[src/rtl/adc_seq_pkg.sv]
package adc_seq_pkg;
  localparam int TM_W = 7;

  typedef enum logic [1:0] {
    KIND_BASE,
    KIND_LONG,
    KIND_AUTO,
    KIND_WARM
  } conv_kind_t;

  // Timeline of one conversion in half ADC cycles from its start point.
  typedef struct packed {
    logic [TM_W-1:0] sh_at;
    logic [TM_W-1:0] end_at;
  } conv_tm_t;

  function automatic conv_tm_t tm_of(conv_kind_t k);
    conv_tm_t t;
    case (k)
      KIND_LONG: begin t.sh_at = TM_W'(5);  t.end_at = TM_W'(28); end
      KIND_AUTO: begin t.sh_at = TM_W'(4);  t.end_at = TM_W'(27); end
      KIND_WARM: begin t.sh_at = TM_W'(27); t.end_at = TM_W'(50); end
      default:   begin t.sh_at = TM_W'(3);  t.end_at = TM_W'(26); end
    endcase
    return t;
  endfunction
endpackage

[src/rtl/adc_clk_div.sv]
module adc_clk_div #(
  parameter int HALF = 2
) (
  input  logic clk,
  input  logic rst,
  input  logic hold,
  input  logic resync,
  output logic tick,
  output logic rise,
  output logic adc_clk,
  output logic half_clk
);
  localparam int PW = (HALF > 1) ? $clog2(HALF) : 1;
  localparam logic [PW-1:0] LAST = PW'(HALF - 1);

  logic [PW-1:0] pcnt;

  assign tick = !hold && !resync && (pcnt == LAST);
  assign rise = tick && !adc_clk;

  always_ff @(posedge clk) begin
    if (rst || hold) begin
      pcnt     <= '0;
      adc_clk  <= 1'b0;
      half_clk <= 1'b0;
    end else if (resync) begin
      pcnt    <= '0;
      adc_clk <= 1'b0;
    end else begin
      pcnt <= tick ? '0 : pcnt + 1'b1;
      if (tick) adc_clk <= ~adc_clk;
      if (rise) half_clk <= ~half_clk;
    end
  end

  assert_clk_edges_R1: assert property (@(posedge clk) disable iff (rst)
    !$stable(adc_clk) |-> $past(tick || hold || resync));
  assert_half_edges_R1: assert property (@(posedge clk) disable iff (rst)
    !$stable(half_clk) |-> $past(rise || hold));
  assert_hold_low_R10: assert property (@(posedge clk) disable iff (rst)
    hold |=> !adc_clk && !half_clk);
endmodule

[src/rtl/adc_sar_reg.sv]
module adc_sar_reg #(
  parameter int W = 10
) (
  input  logic         clk,
  input  logic         rst,
  input  logic         load,
  input  logic         step,
  input  logic         keep,
  output logic [W-1:0] trial,
  output logic [W-1:0] code
);
  localparam logic [W-1:0] TOP_BIT = {1'b1, {(W-1){1'b0}}};

  logic [W-1:0] approx;
  logic [W-1:0] probe;

  always_ff @(posedge clk) begin
    if (rst) begin
      approx <= '0;
      probe  <= '0;
    end else if (load) begin
      approx <= '0;
      probe  <= TOP_BIT;
    end else if (step) begin
      if (keep) approx <= approx | probe;
      probe <= probe >> 1;
    end
  end

  assign trial = approx | probe;
  assign code  = approx;

  assert_probe_onehot_R7: assert property (@(posedge clk) disable iff (rst)
    $onehot0(probe));
  assert_bits_kept_R7: assert property (@(posedge clk) disable iff (rst)
    step && !load |=> (approx & $past(approx)) == $past(approx));
endmodule

[src/rtl/adc_sel_shadow.sv]
module adc_sel_shadow #(
  parameter int W = 5
) (
  input  logic         clk,
  input  logic         rst,
  input  logic         wr,
  input  logic [W-1:0] wdata,
  input  logic         open,
  output logic [W-1:0] active
);
  logic [W-1:0] temp_q;

  always_ff @(posedge clk) begin
    if (rst) begin
      temp_q <= '0;
      active <= '0;
    end else begin
      if (wr) temp_q <= wdata;
      if (open) active <= temp_q;
    end
  end
endmodule

[src/rtl/adc_conv_seq.sv]
module adc_conv_seq
  import adc_seq_pkg::*;
#(
  parameter int CLK_HALF = 2,
  parameter int RES_W    = 10,
  parameter int SEL_W    = 5
) (
  input  logic             clk,
  input  logic             rst,
  input  logic             en,
  input  logic             start_wr,
  input  logic             auto_trig,
  input  logic             free_run,
  input  logic             diff_mode,
  input  logic             done_clr,
  input  logic             sel_wr,
  input  logic [SEL_W-1:0] sel_wdata,
  input  logic             cmp_keep,
  output logic             adc_clk,
  output logic             sync_clk,
  output logic             sh_strobe,
  output logic [RES_W-1:0] dac_code,
  output logic             done_flag,
  output logic             start_busy,
  output logic [RES_W-1:0] result,
  output logic [SEL_W-1:0] active_sel
);
  localparam logic [TM_W-1:0] TRIAL_SPAN = TM_W'(2 * RES_W);
  localparam logic [TM_W-1:0] LAST_SPAN  = TM_W'(2);

  logic             tick, rise;
  logic             busy, pend, pend_free, first;
  logic [TM_W-1:0]  hcnt, hnext;
  conv_tm_t         tm;
  conv_kind_t       kind;
  logic             sh_q, done_q;
  logic [RES_W-1:0] res_q, sar_code;
  logic             auto_go, user_go, fin, restart_now, go, trial_step, sel_open;

  adc_clk_div #(.HALF(CLK_HALF)) u_div (
    .clk(clk), .rst(rst), .hold(!en), .resync(auto_go),
    .tick(tick), .rise(rise), .adc_clk(adc_clk), .half_clk(sync_clk)
  );

  assign hnext       = hcnt + 1'b1;
  assign auto_go     = en && auto_trig && !busy && !pend;
  assign user_go     = en && rise && pend && !busy;
  assign fin         = busy && tick && (hnext == tm.end_at);
  assign restart_now = fin && free_run && rise;
  assign go          = auto_go || user_go || restart_now;
  assign trial_step  = busy && tick && (hnext + TRIAL_SPAN >= tm.end_at) &&
                       (hnext < tm.end_at) && (hnext[0] == tm.end_at[0]);
  assign sel_open    = !busy || (hcnt + LAST_SPAN >= tm.end_at);

  always_comb begin
    if (first)                        kind = KIND_WARM;
    else if (auto_go)                 kind = KIND_AUTO;
    else if (restart_now || pend_free) kind = diff_mode ? KIND_LONG : KIND_BASE;
    else                              kind = (diff_mode && sync_clk) ? KIND_LONG : KIND_BASE;
  end

  always_ff @(posedge clk) begin
    if (rst) begin
      busy      <= 1'b0;
      pend      <= 1'b0;
      pend_free <= 1'b0;
      first     <= 1'b1;
      hcnt      <= '0;
      tm        <= tm_of(KIND_BASE);
      sh_q      <= 1'b0;
      done_q    <= 1'b0;
      res_q     <= '0;
    end else if (!en) begin
      busy      <= 1'b0;
      pend      <= 1'b0;
      pend_free <= 1'b0;
      first     <= 1'b1;
      sh_q      <= 1'b0;
    end else begin
      sh_q <= 1'b0;
      if (done_clr) done_q <= 1'b0;
      if (start_wr && !busy) pend <= 1'b1;
      if (busy && tick) begin
        hcnt <= hnext;
        if (hnext == tm.sh_at) sh_q <= 1'b1;
      end
      if (fin) begin
        busy   <= 1'b0;
        done_q <= 1'b1;
        res_q  <= sar_code;
        if (free_run && !rise) begin
          pend      <= 1'b1;
          pend_free <= 1'b1;
        end
      end
      if (go) begin
        busy      <= 1'b1;
        hcnt      <= '0;
        tm        <= tm_of(kind);
        pend      <= 1'b0;
        pend_free <= 1'b0;
        first     <= 1'b0;
      end
    end
  end

  adc_sar_reg #(.W(RES_W)) u_sar (
    .clk(clk), .rst(rst), .load(go), .step(trial_step), .keep(cmp_keep),
    .trial(dac_code), .code(sar_code)
  );

  adc_sel_shadow #(.W(SEL_W)) u_sel (
    .clk(clk), .rst(rst), .wr(sel_wr), .wdata(sel_wdata),
    .open(sel_open), .active(active_sel)
  );

  assign sh_strobe  = sh_q;
  assign done_flag  = done_q;
  assign start_busy = busy || pend;
  assign result     = res_q;

  assert_done_source_R8: assert property (@(posedge clk) disable iff (rst)
    $rose(done_flag) |-> $past(busy));
  assert_done_sticky_R8: assert property (@(posedge clk) disable iff (rst)
    done_flag && !done_clr |=> done_flag);
  assert_strobe_in_conv_R2: assert property (@(posedge clk) disable iff (rst)
    sh_strobe |-> busy);
  assert_sel_frozen_R9: assert property (@(posedge clk) disable iff (rst)
    busy && $past(busy) && ($past(hcnt) + LAST_SPAN < $past(tm.end_at))
      |-> $stable(active_sel));
  assert_abort_R10: assert property (@(posedge clk) disable iff (rst)
    !en |=> !start_busy);
endmodule

[config.mk]
export PLATFORM = sky130hd
export DESIGN_NAME = adc_conv_seq
export DESIGN_NICKNAME = d
export VERILOG_FILES = /design/src/rtl/adc_seq_pkg.sv /design/src/rtl/adc_clk_div.sv /design/src/rtl/adc_sar_reg.sv /design/src/rtl/adc_sel_shadow.sv /design/src/rtl/adc_conv_seq.sv
export SDC_FILE = /design/constraint.sdc
export NUM_CORES = 1
export LEC_CHECK = 0
export ABC_AREA = 1
export ABC_CLOCK_PERIOD_IN_PS = 3700
export BUFFER_PORTS_ARGS = -buffer_cell sky130_fd_sc_hd__buf_2
export CAP_MARGIN = 20
export CORE_MARGIN = 2
export CORE_UTILIZATION = 55
export CTS_BUF_LIST = sky130_fd_sc_hd__clkbuf_16
export DETAILED_ROUTE_END_ITERATION = 7
export HOLD_SLACK_MARGIN = 0.06
export PLACE_DENSITY_LB_ADDON = 0.3
export SLEW_MARGIN = 20
export SYNTH_ARGS = -nofsm -noshare
export SYNTH_HDL_FRONTEND = slang
export SYNTH_SLANG_ARGS = --single-unit
[constraint.sdc]
create_clock -name clk -period 3.7 [get_ports clk]
set_input_delay 0.555 -clock clk [delete_from_list [all_inputs] [get_ports clk]]
set_output_delay 0.555 -clock clk [all_outputs]
set_load 0.02 [all_outputs]
==> impl_metrics.py <==
metrics = {
    "detailed_routing": {
        "drtIter0Drc": 243,
        "vias": 3120,
        "route.detailed.drc": 0,
        "wire_per_inst_um": 13.8,
        "via_per_inst": 5.42,
        "antenna_left": 0,
        "routed_wl_um": 7940,
        "dr.pass1.iters": 5,
    },
    "synth": {
        "synth_common_cells": "nand2_1 (75), dfxtp_1 (64), nor2_1 (62), inv_1 (50), a21oi_1 (46)",
        "ys_seq_area_frac": 0.380,
        "ys_ff_latch": 64,
        "ys_types": 34,
        "yosysMostFrequentCell": "nand2_1",
        "yosysWarningCount": 0,
        "async_flop_share": 0,
        "syn_avg_cell_area_um2": 7.44,
        "yosysTopAreaCellShare": 0.380,
        "synth_area_um2": 3380,
        "synth.top_cells.by_area": "dfxtp_1 (38%), nand2_1 (8.3%), ha_1 (8.2%), nor2_1 (6.9%), a21oi_1 (6.8%)",
        "netlist_instances": 454,
        "synth_edf_count": 0,
        "yosysTopAreaCell": "dfxtp_1",
        "synth.net_count": 491,
        "synth_flop_cell": "dfxtp_1",
    },
    "timing": {
        "slew_viol_final": 0,
        "fmax_mhz": 326,
        "clock_skew_ns": 0.00587,
        "holdWs_ns": 0.434,
        "tightest_slew_ns": 0.657,
        "final_hold_viol_count": 0,
        "slew_headroom": 0.562,
        "period_needed_ns": 3.07,
        "tns_ns": 0,
        "fin_crit_sh": 0.830,
        "setup_viol": 0,
        "rsz0062_at_grt": "no",
    },
    "worst_setup_path": {
        "critPathRequiredTime_ns": 3.96,
        "critPathLaunch": "hcnt[2]$_SDFFE_PP0P_",
        "reg2reg_to": "pend$_SDFF_PP0_",
        "cp_slowest_cell": "dfxtp_1",
        "r2r_slack_ns": 0.63,
        "end_kind": "flop",
        "critPathMaxFanout": 19,
        "timing.critical_path.buf_inv": 3,
        "criticalPathCategory": "reg -> reg",
        "worstRegToRegCells": 16,
        "max_stage_delay_ns": 0.46,
        "path_cells": "ha_1 -> xor2_1 -> nor2_1 -> nor2_1 -> ha_1 -> nand2_1 -> nor2_1 -> buf_4 -> nand4_1 -> nor2_2 -> nand4_2 -> buf_4 -> nand2_4 -> inv_2 -> nand2_1 -> nor2_1",
        "path_common_cell": "nor2_1",
        "r2r-start": "hcnt[2]$_SDFFE_PP0P_",
        "startpoint_type": "flop",
        "critical-path-top-delay-family": "simple AND/OR/NAND/NOR gates",
        "critPathCapture": "pend$_SDFF_PP0_",
        "cp.arrival_ns": 3.33,
        "critical_path_depth": 16,
    },
    "pwr": {
        "power_frac_clock": 0.474,
        "leakage_uw": 0.00181,
        "p_sw_frac": 0.259,
        "power_density_nw_per_um2": 447,
        "ir_drop_mv": 0.331,
        "totalPowerFinal_uw": 1750,
        "combPwrFrac": 0.109,
        "p_seq_frac": 0.417,
        "power_switching_uw": 454,
        "p_int_uw": 1300,
    },
    "placed_design": {
        "dpl.cell_count": 560,
        "dp_hpwl_um": 5740,
        "placement.io_buffers": 44,
        "gp_congestion": 1.00,
    },
    "min_path": {
        "hp-class": "reg -> reg",
        "hp-start": "u_div.pcnt$_SDFF_PP0_",
    },
    "cts": {
        "cts-htree-levels": 3,
        "cts_sinks": 64,
        "numCtsBuffers": 9,
        "cts_buffer_depth": 2,
        "hold_buffers": 0,
        "cts_tree": "yes",
        "clk_latency_ns": 0.33,
        "clock_tree.root_cell": "clkbuf_16",
        "cts_setup_buffers": 0,
        "clk_pin_slew_ns": 0.05,
        "post_cts_resized": 0,
    },
    "die": {
        "start_util": 0.570,
        "rows": 28,
        "dieArea_um2": 6780,
        "die_x_um": 82.3,
        "die_y_um": 82.3,
        "ios": 45,
        "core_um2": 5920,
    },
    "status": {
        "status": "completed",
    },
    "grt": {
        "antenna_found_initial": 0,
        "grt_pass1_wl_um": 12700,
        "grt.total_usage": 0.249,
        "grt_max_degree": 34,
        "grt_overflow": 0,
        "grt_pass1_vias": 2738,
    },
    "flow_run": {
        "drv_cap": 0,
    },
    "cells_and_area": {
        "layout.nets": 533,
        "instances_no_fill": 576,
        "syn2layout_area_growth_pct": 15.9,
        "drive_above_1_share": 0.184,
        "diodes": 0,
    },
}
-- worst register-to-register path, delay by kind of cell, from the launching register on --
kind | cells | cell delay, ns
buffers and inverters | 3 | 0.67
adders and majority gates | 2 | 0.57
DFF | 1 | 0.46
xor gates and xnor gates | 1 | 0.20
and+or+nand+nor | 10 | 1.11
-- cells by family after synthesis --
logic type / after synthesis / share of synthesized area
simple gates: 217 / 0.305
compound gates: 75 / 0.130
buf+inv: 71 / 0.0912
flops: 64 / 0.380
fa+ha+maj: 22 / 0.0815
xor+xnor: 5 / 0.0130
-- registers in the layout (all words and copies together), names as in the netlist, 5 cells and up --
| name | count |
|---|---|
| hcnt | 7 |
| result | 10 |
| tm | 8 |
| u_sar.code | 10 |
| u_sar.probe | 10 |
| u_sel.active | 5 |
| u_sel.temp_q | 5 |
-- power by group through the flow --
stage,Combinational [uW],Clock [uW],Sequential [uW]
after floorplan,147,0,741
after global placement,185,0,743
after detailed placement,189,0,744
after CTS,190,835,729
after global routing,216,873,733
final,191,828,730
-- layer usage --
layer | track usage | vias up | wire length (um)
li1 | - | 1595 | -
met1 | 0.339 | 1406 | 3760
met2 | 0.371 | 101 | 3480
met3 | 0.0565 | 18 | 520
met4 | 0.122 | 0 | 184
met5 | 0 | - | 0
-- final cells by class --
cell class / instances / area (um^2)
fillers: 514 / 2010
clock buffers: 9 / 225
multi-input cells: 319 / 1790
clock inverters: 7 / 70.1
well taps: 75 / 93.8
repair buffers: 49 / 258
inverters: 53 / 199
flip-flops and latches: 64 / 1280
-- worst min-delay path by stage --
stage	cells after the start	to
final	1	u_div.pcnt$_SDFF_PP0_
after global placement	1	u_div.pcnt$_SDFF_PP0_
after floorplan	1	u_div.pcnt$_SDFF_PP0_
after global routing	1	u_div.pcnt$_SDFF_PP0_
after detailed placement	1	u_div.pcnt$_SDFF_PP0_
after CTS	1	u_div.pcnt$_SDFF_PP0_
-- through the flow --
stage / util / area [um^2] / worst slack, ns
3_5_place_dp: 0.611 / 3620 / 0.670
2_1_floorplan: - / 3380 / 1.04
6_report: 0.661 / 3910 / 0.631
5_1_grt: 0.661 / 3910 / 0.334
4_1_cts: 0.661 / 3910 / 0.669
3_3_place_gp: 0.611 / 3620 / 0.736
-- layout by cell type, fill, tap and decap left out, types with 2 or more instances in the layout --
cell | synthesis | final
nand2_1 | 75 | 75
nand3_1 | 24 | 24
inv_1 | 50 | 50
nand3b_1 | 6 | 6
o21ai_0 | 13 | 13
nor2_2 | 2 | 2
a21oi_2 | 3 | 3
nand2_2 | 3 | 3
clkinv_1 | 1 | 2
dfxtp_1 | 64 | 64
nand4_1 | 26 | 26
buf_2 | 6 | 44
ha_1 | 22 | 22
o2111ai_1 | 6 | 6
clkinvlp_4 | 0 | 3
clkbuf_16 | 0 | 9
xor2_1 | 4 | 4
inv_2 | 2 | 2
a21oi_1 | 46 | 46
nor2_1 | 62 | 62
or2_2 | 10 | 10
o21bai_1 | 4 | 4
nand3_2 | 3 | 3
buf_4 | 3 | 5
(Power assumes the default switching activity.)
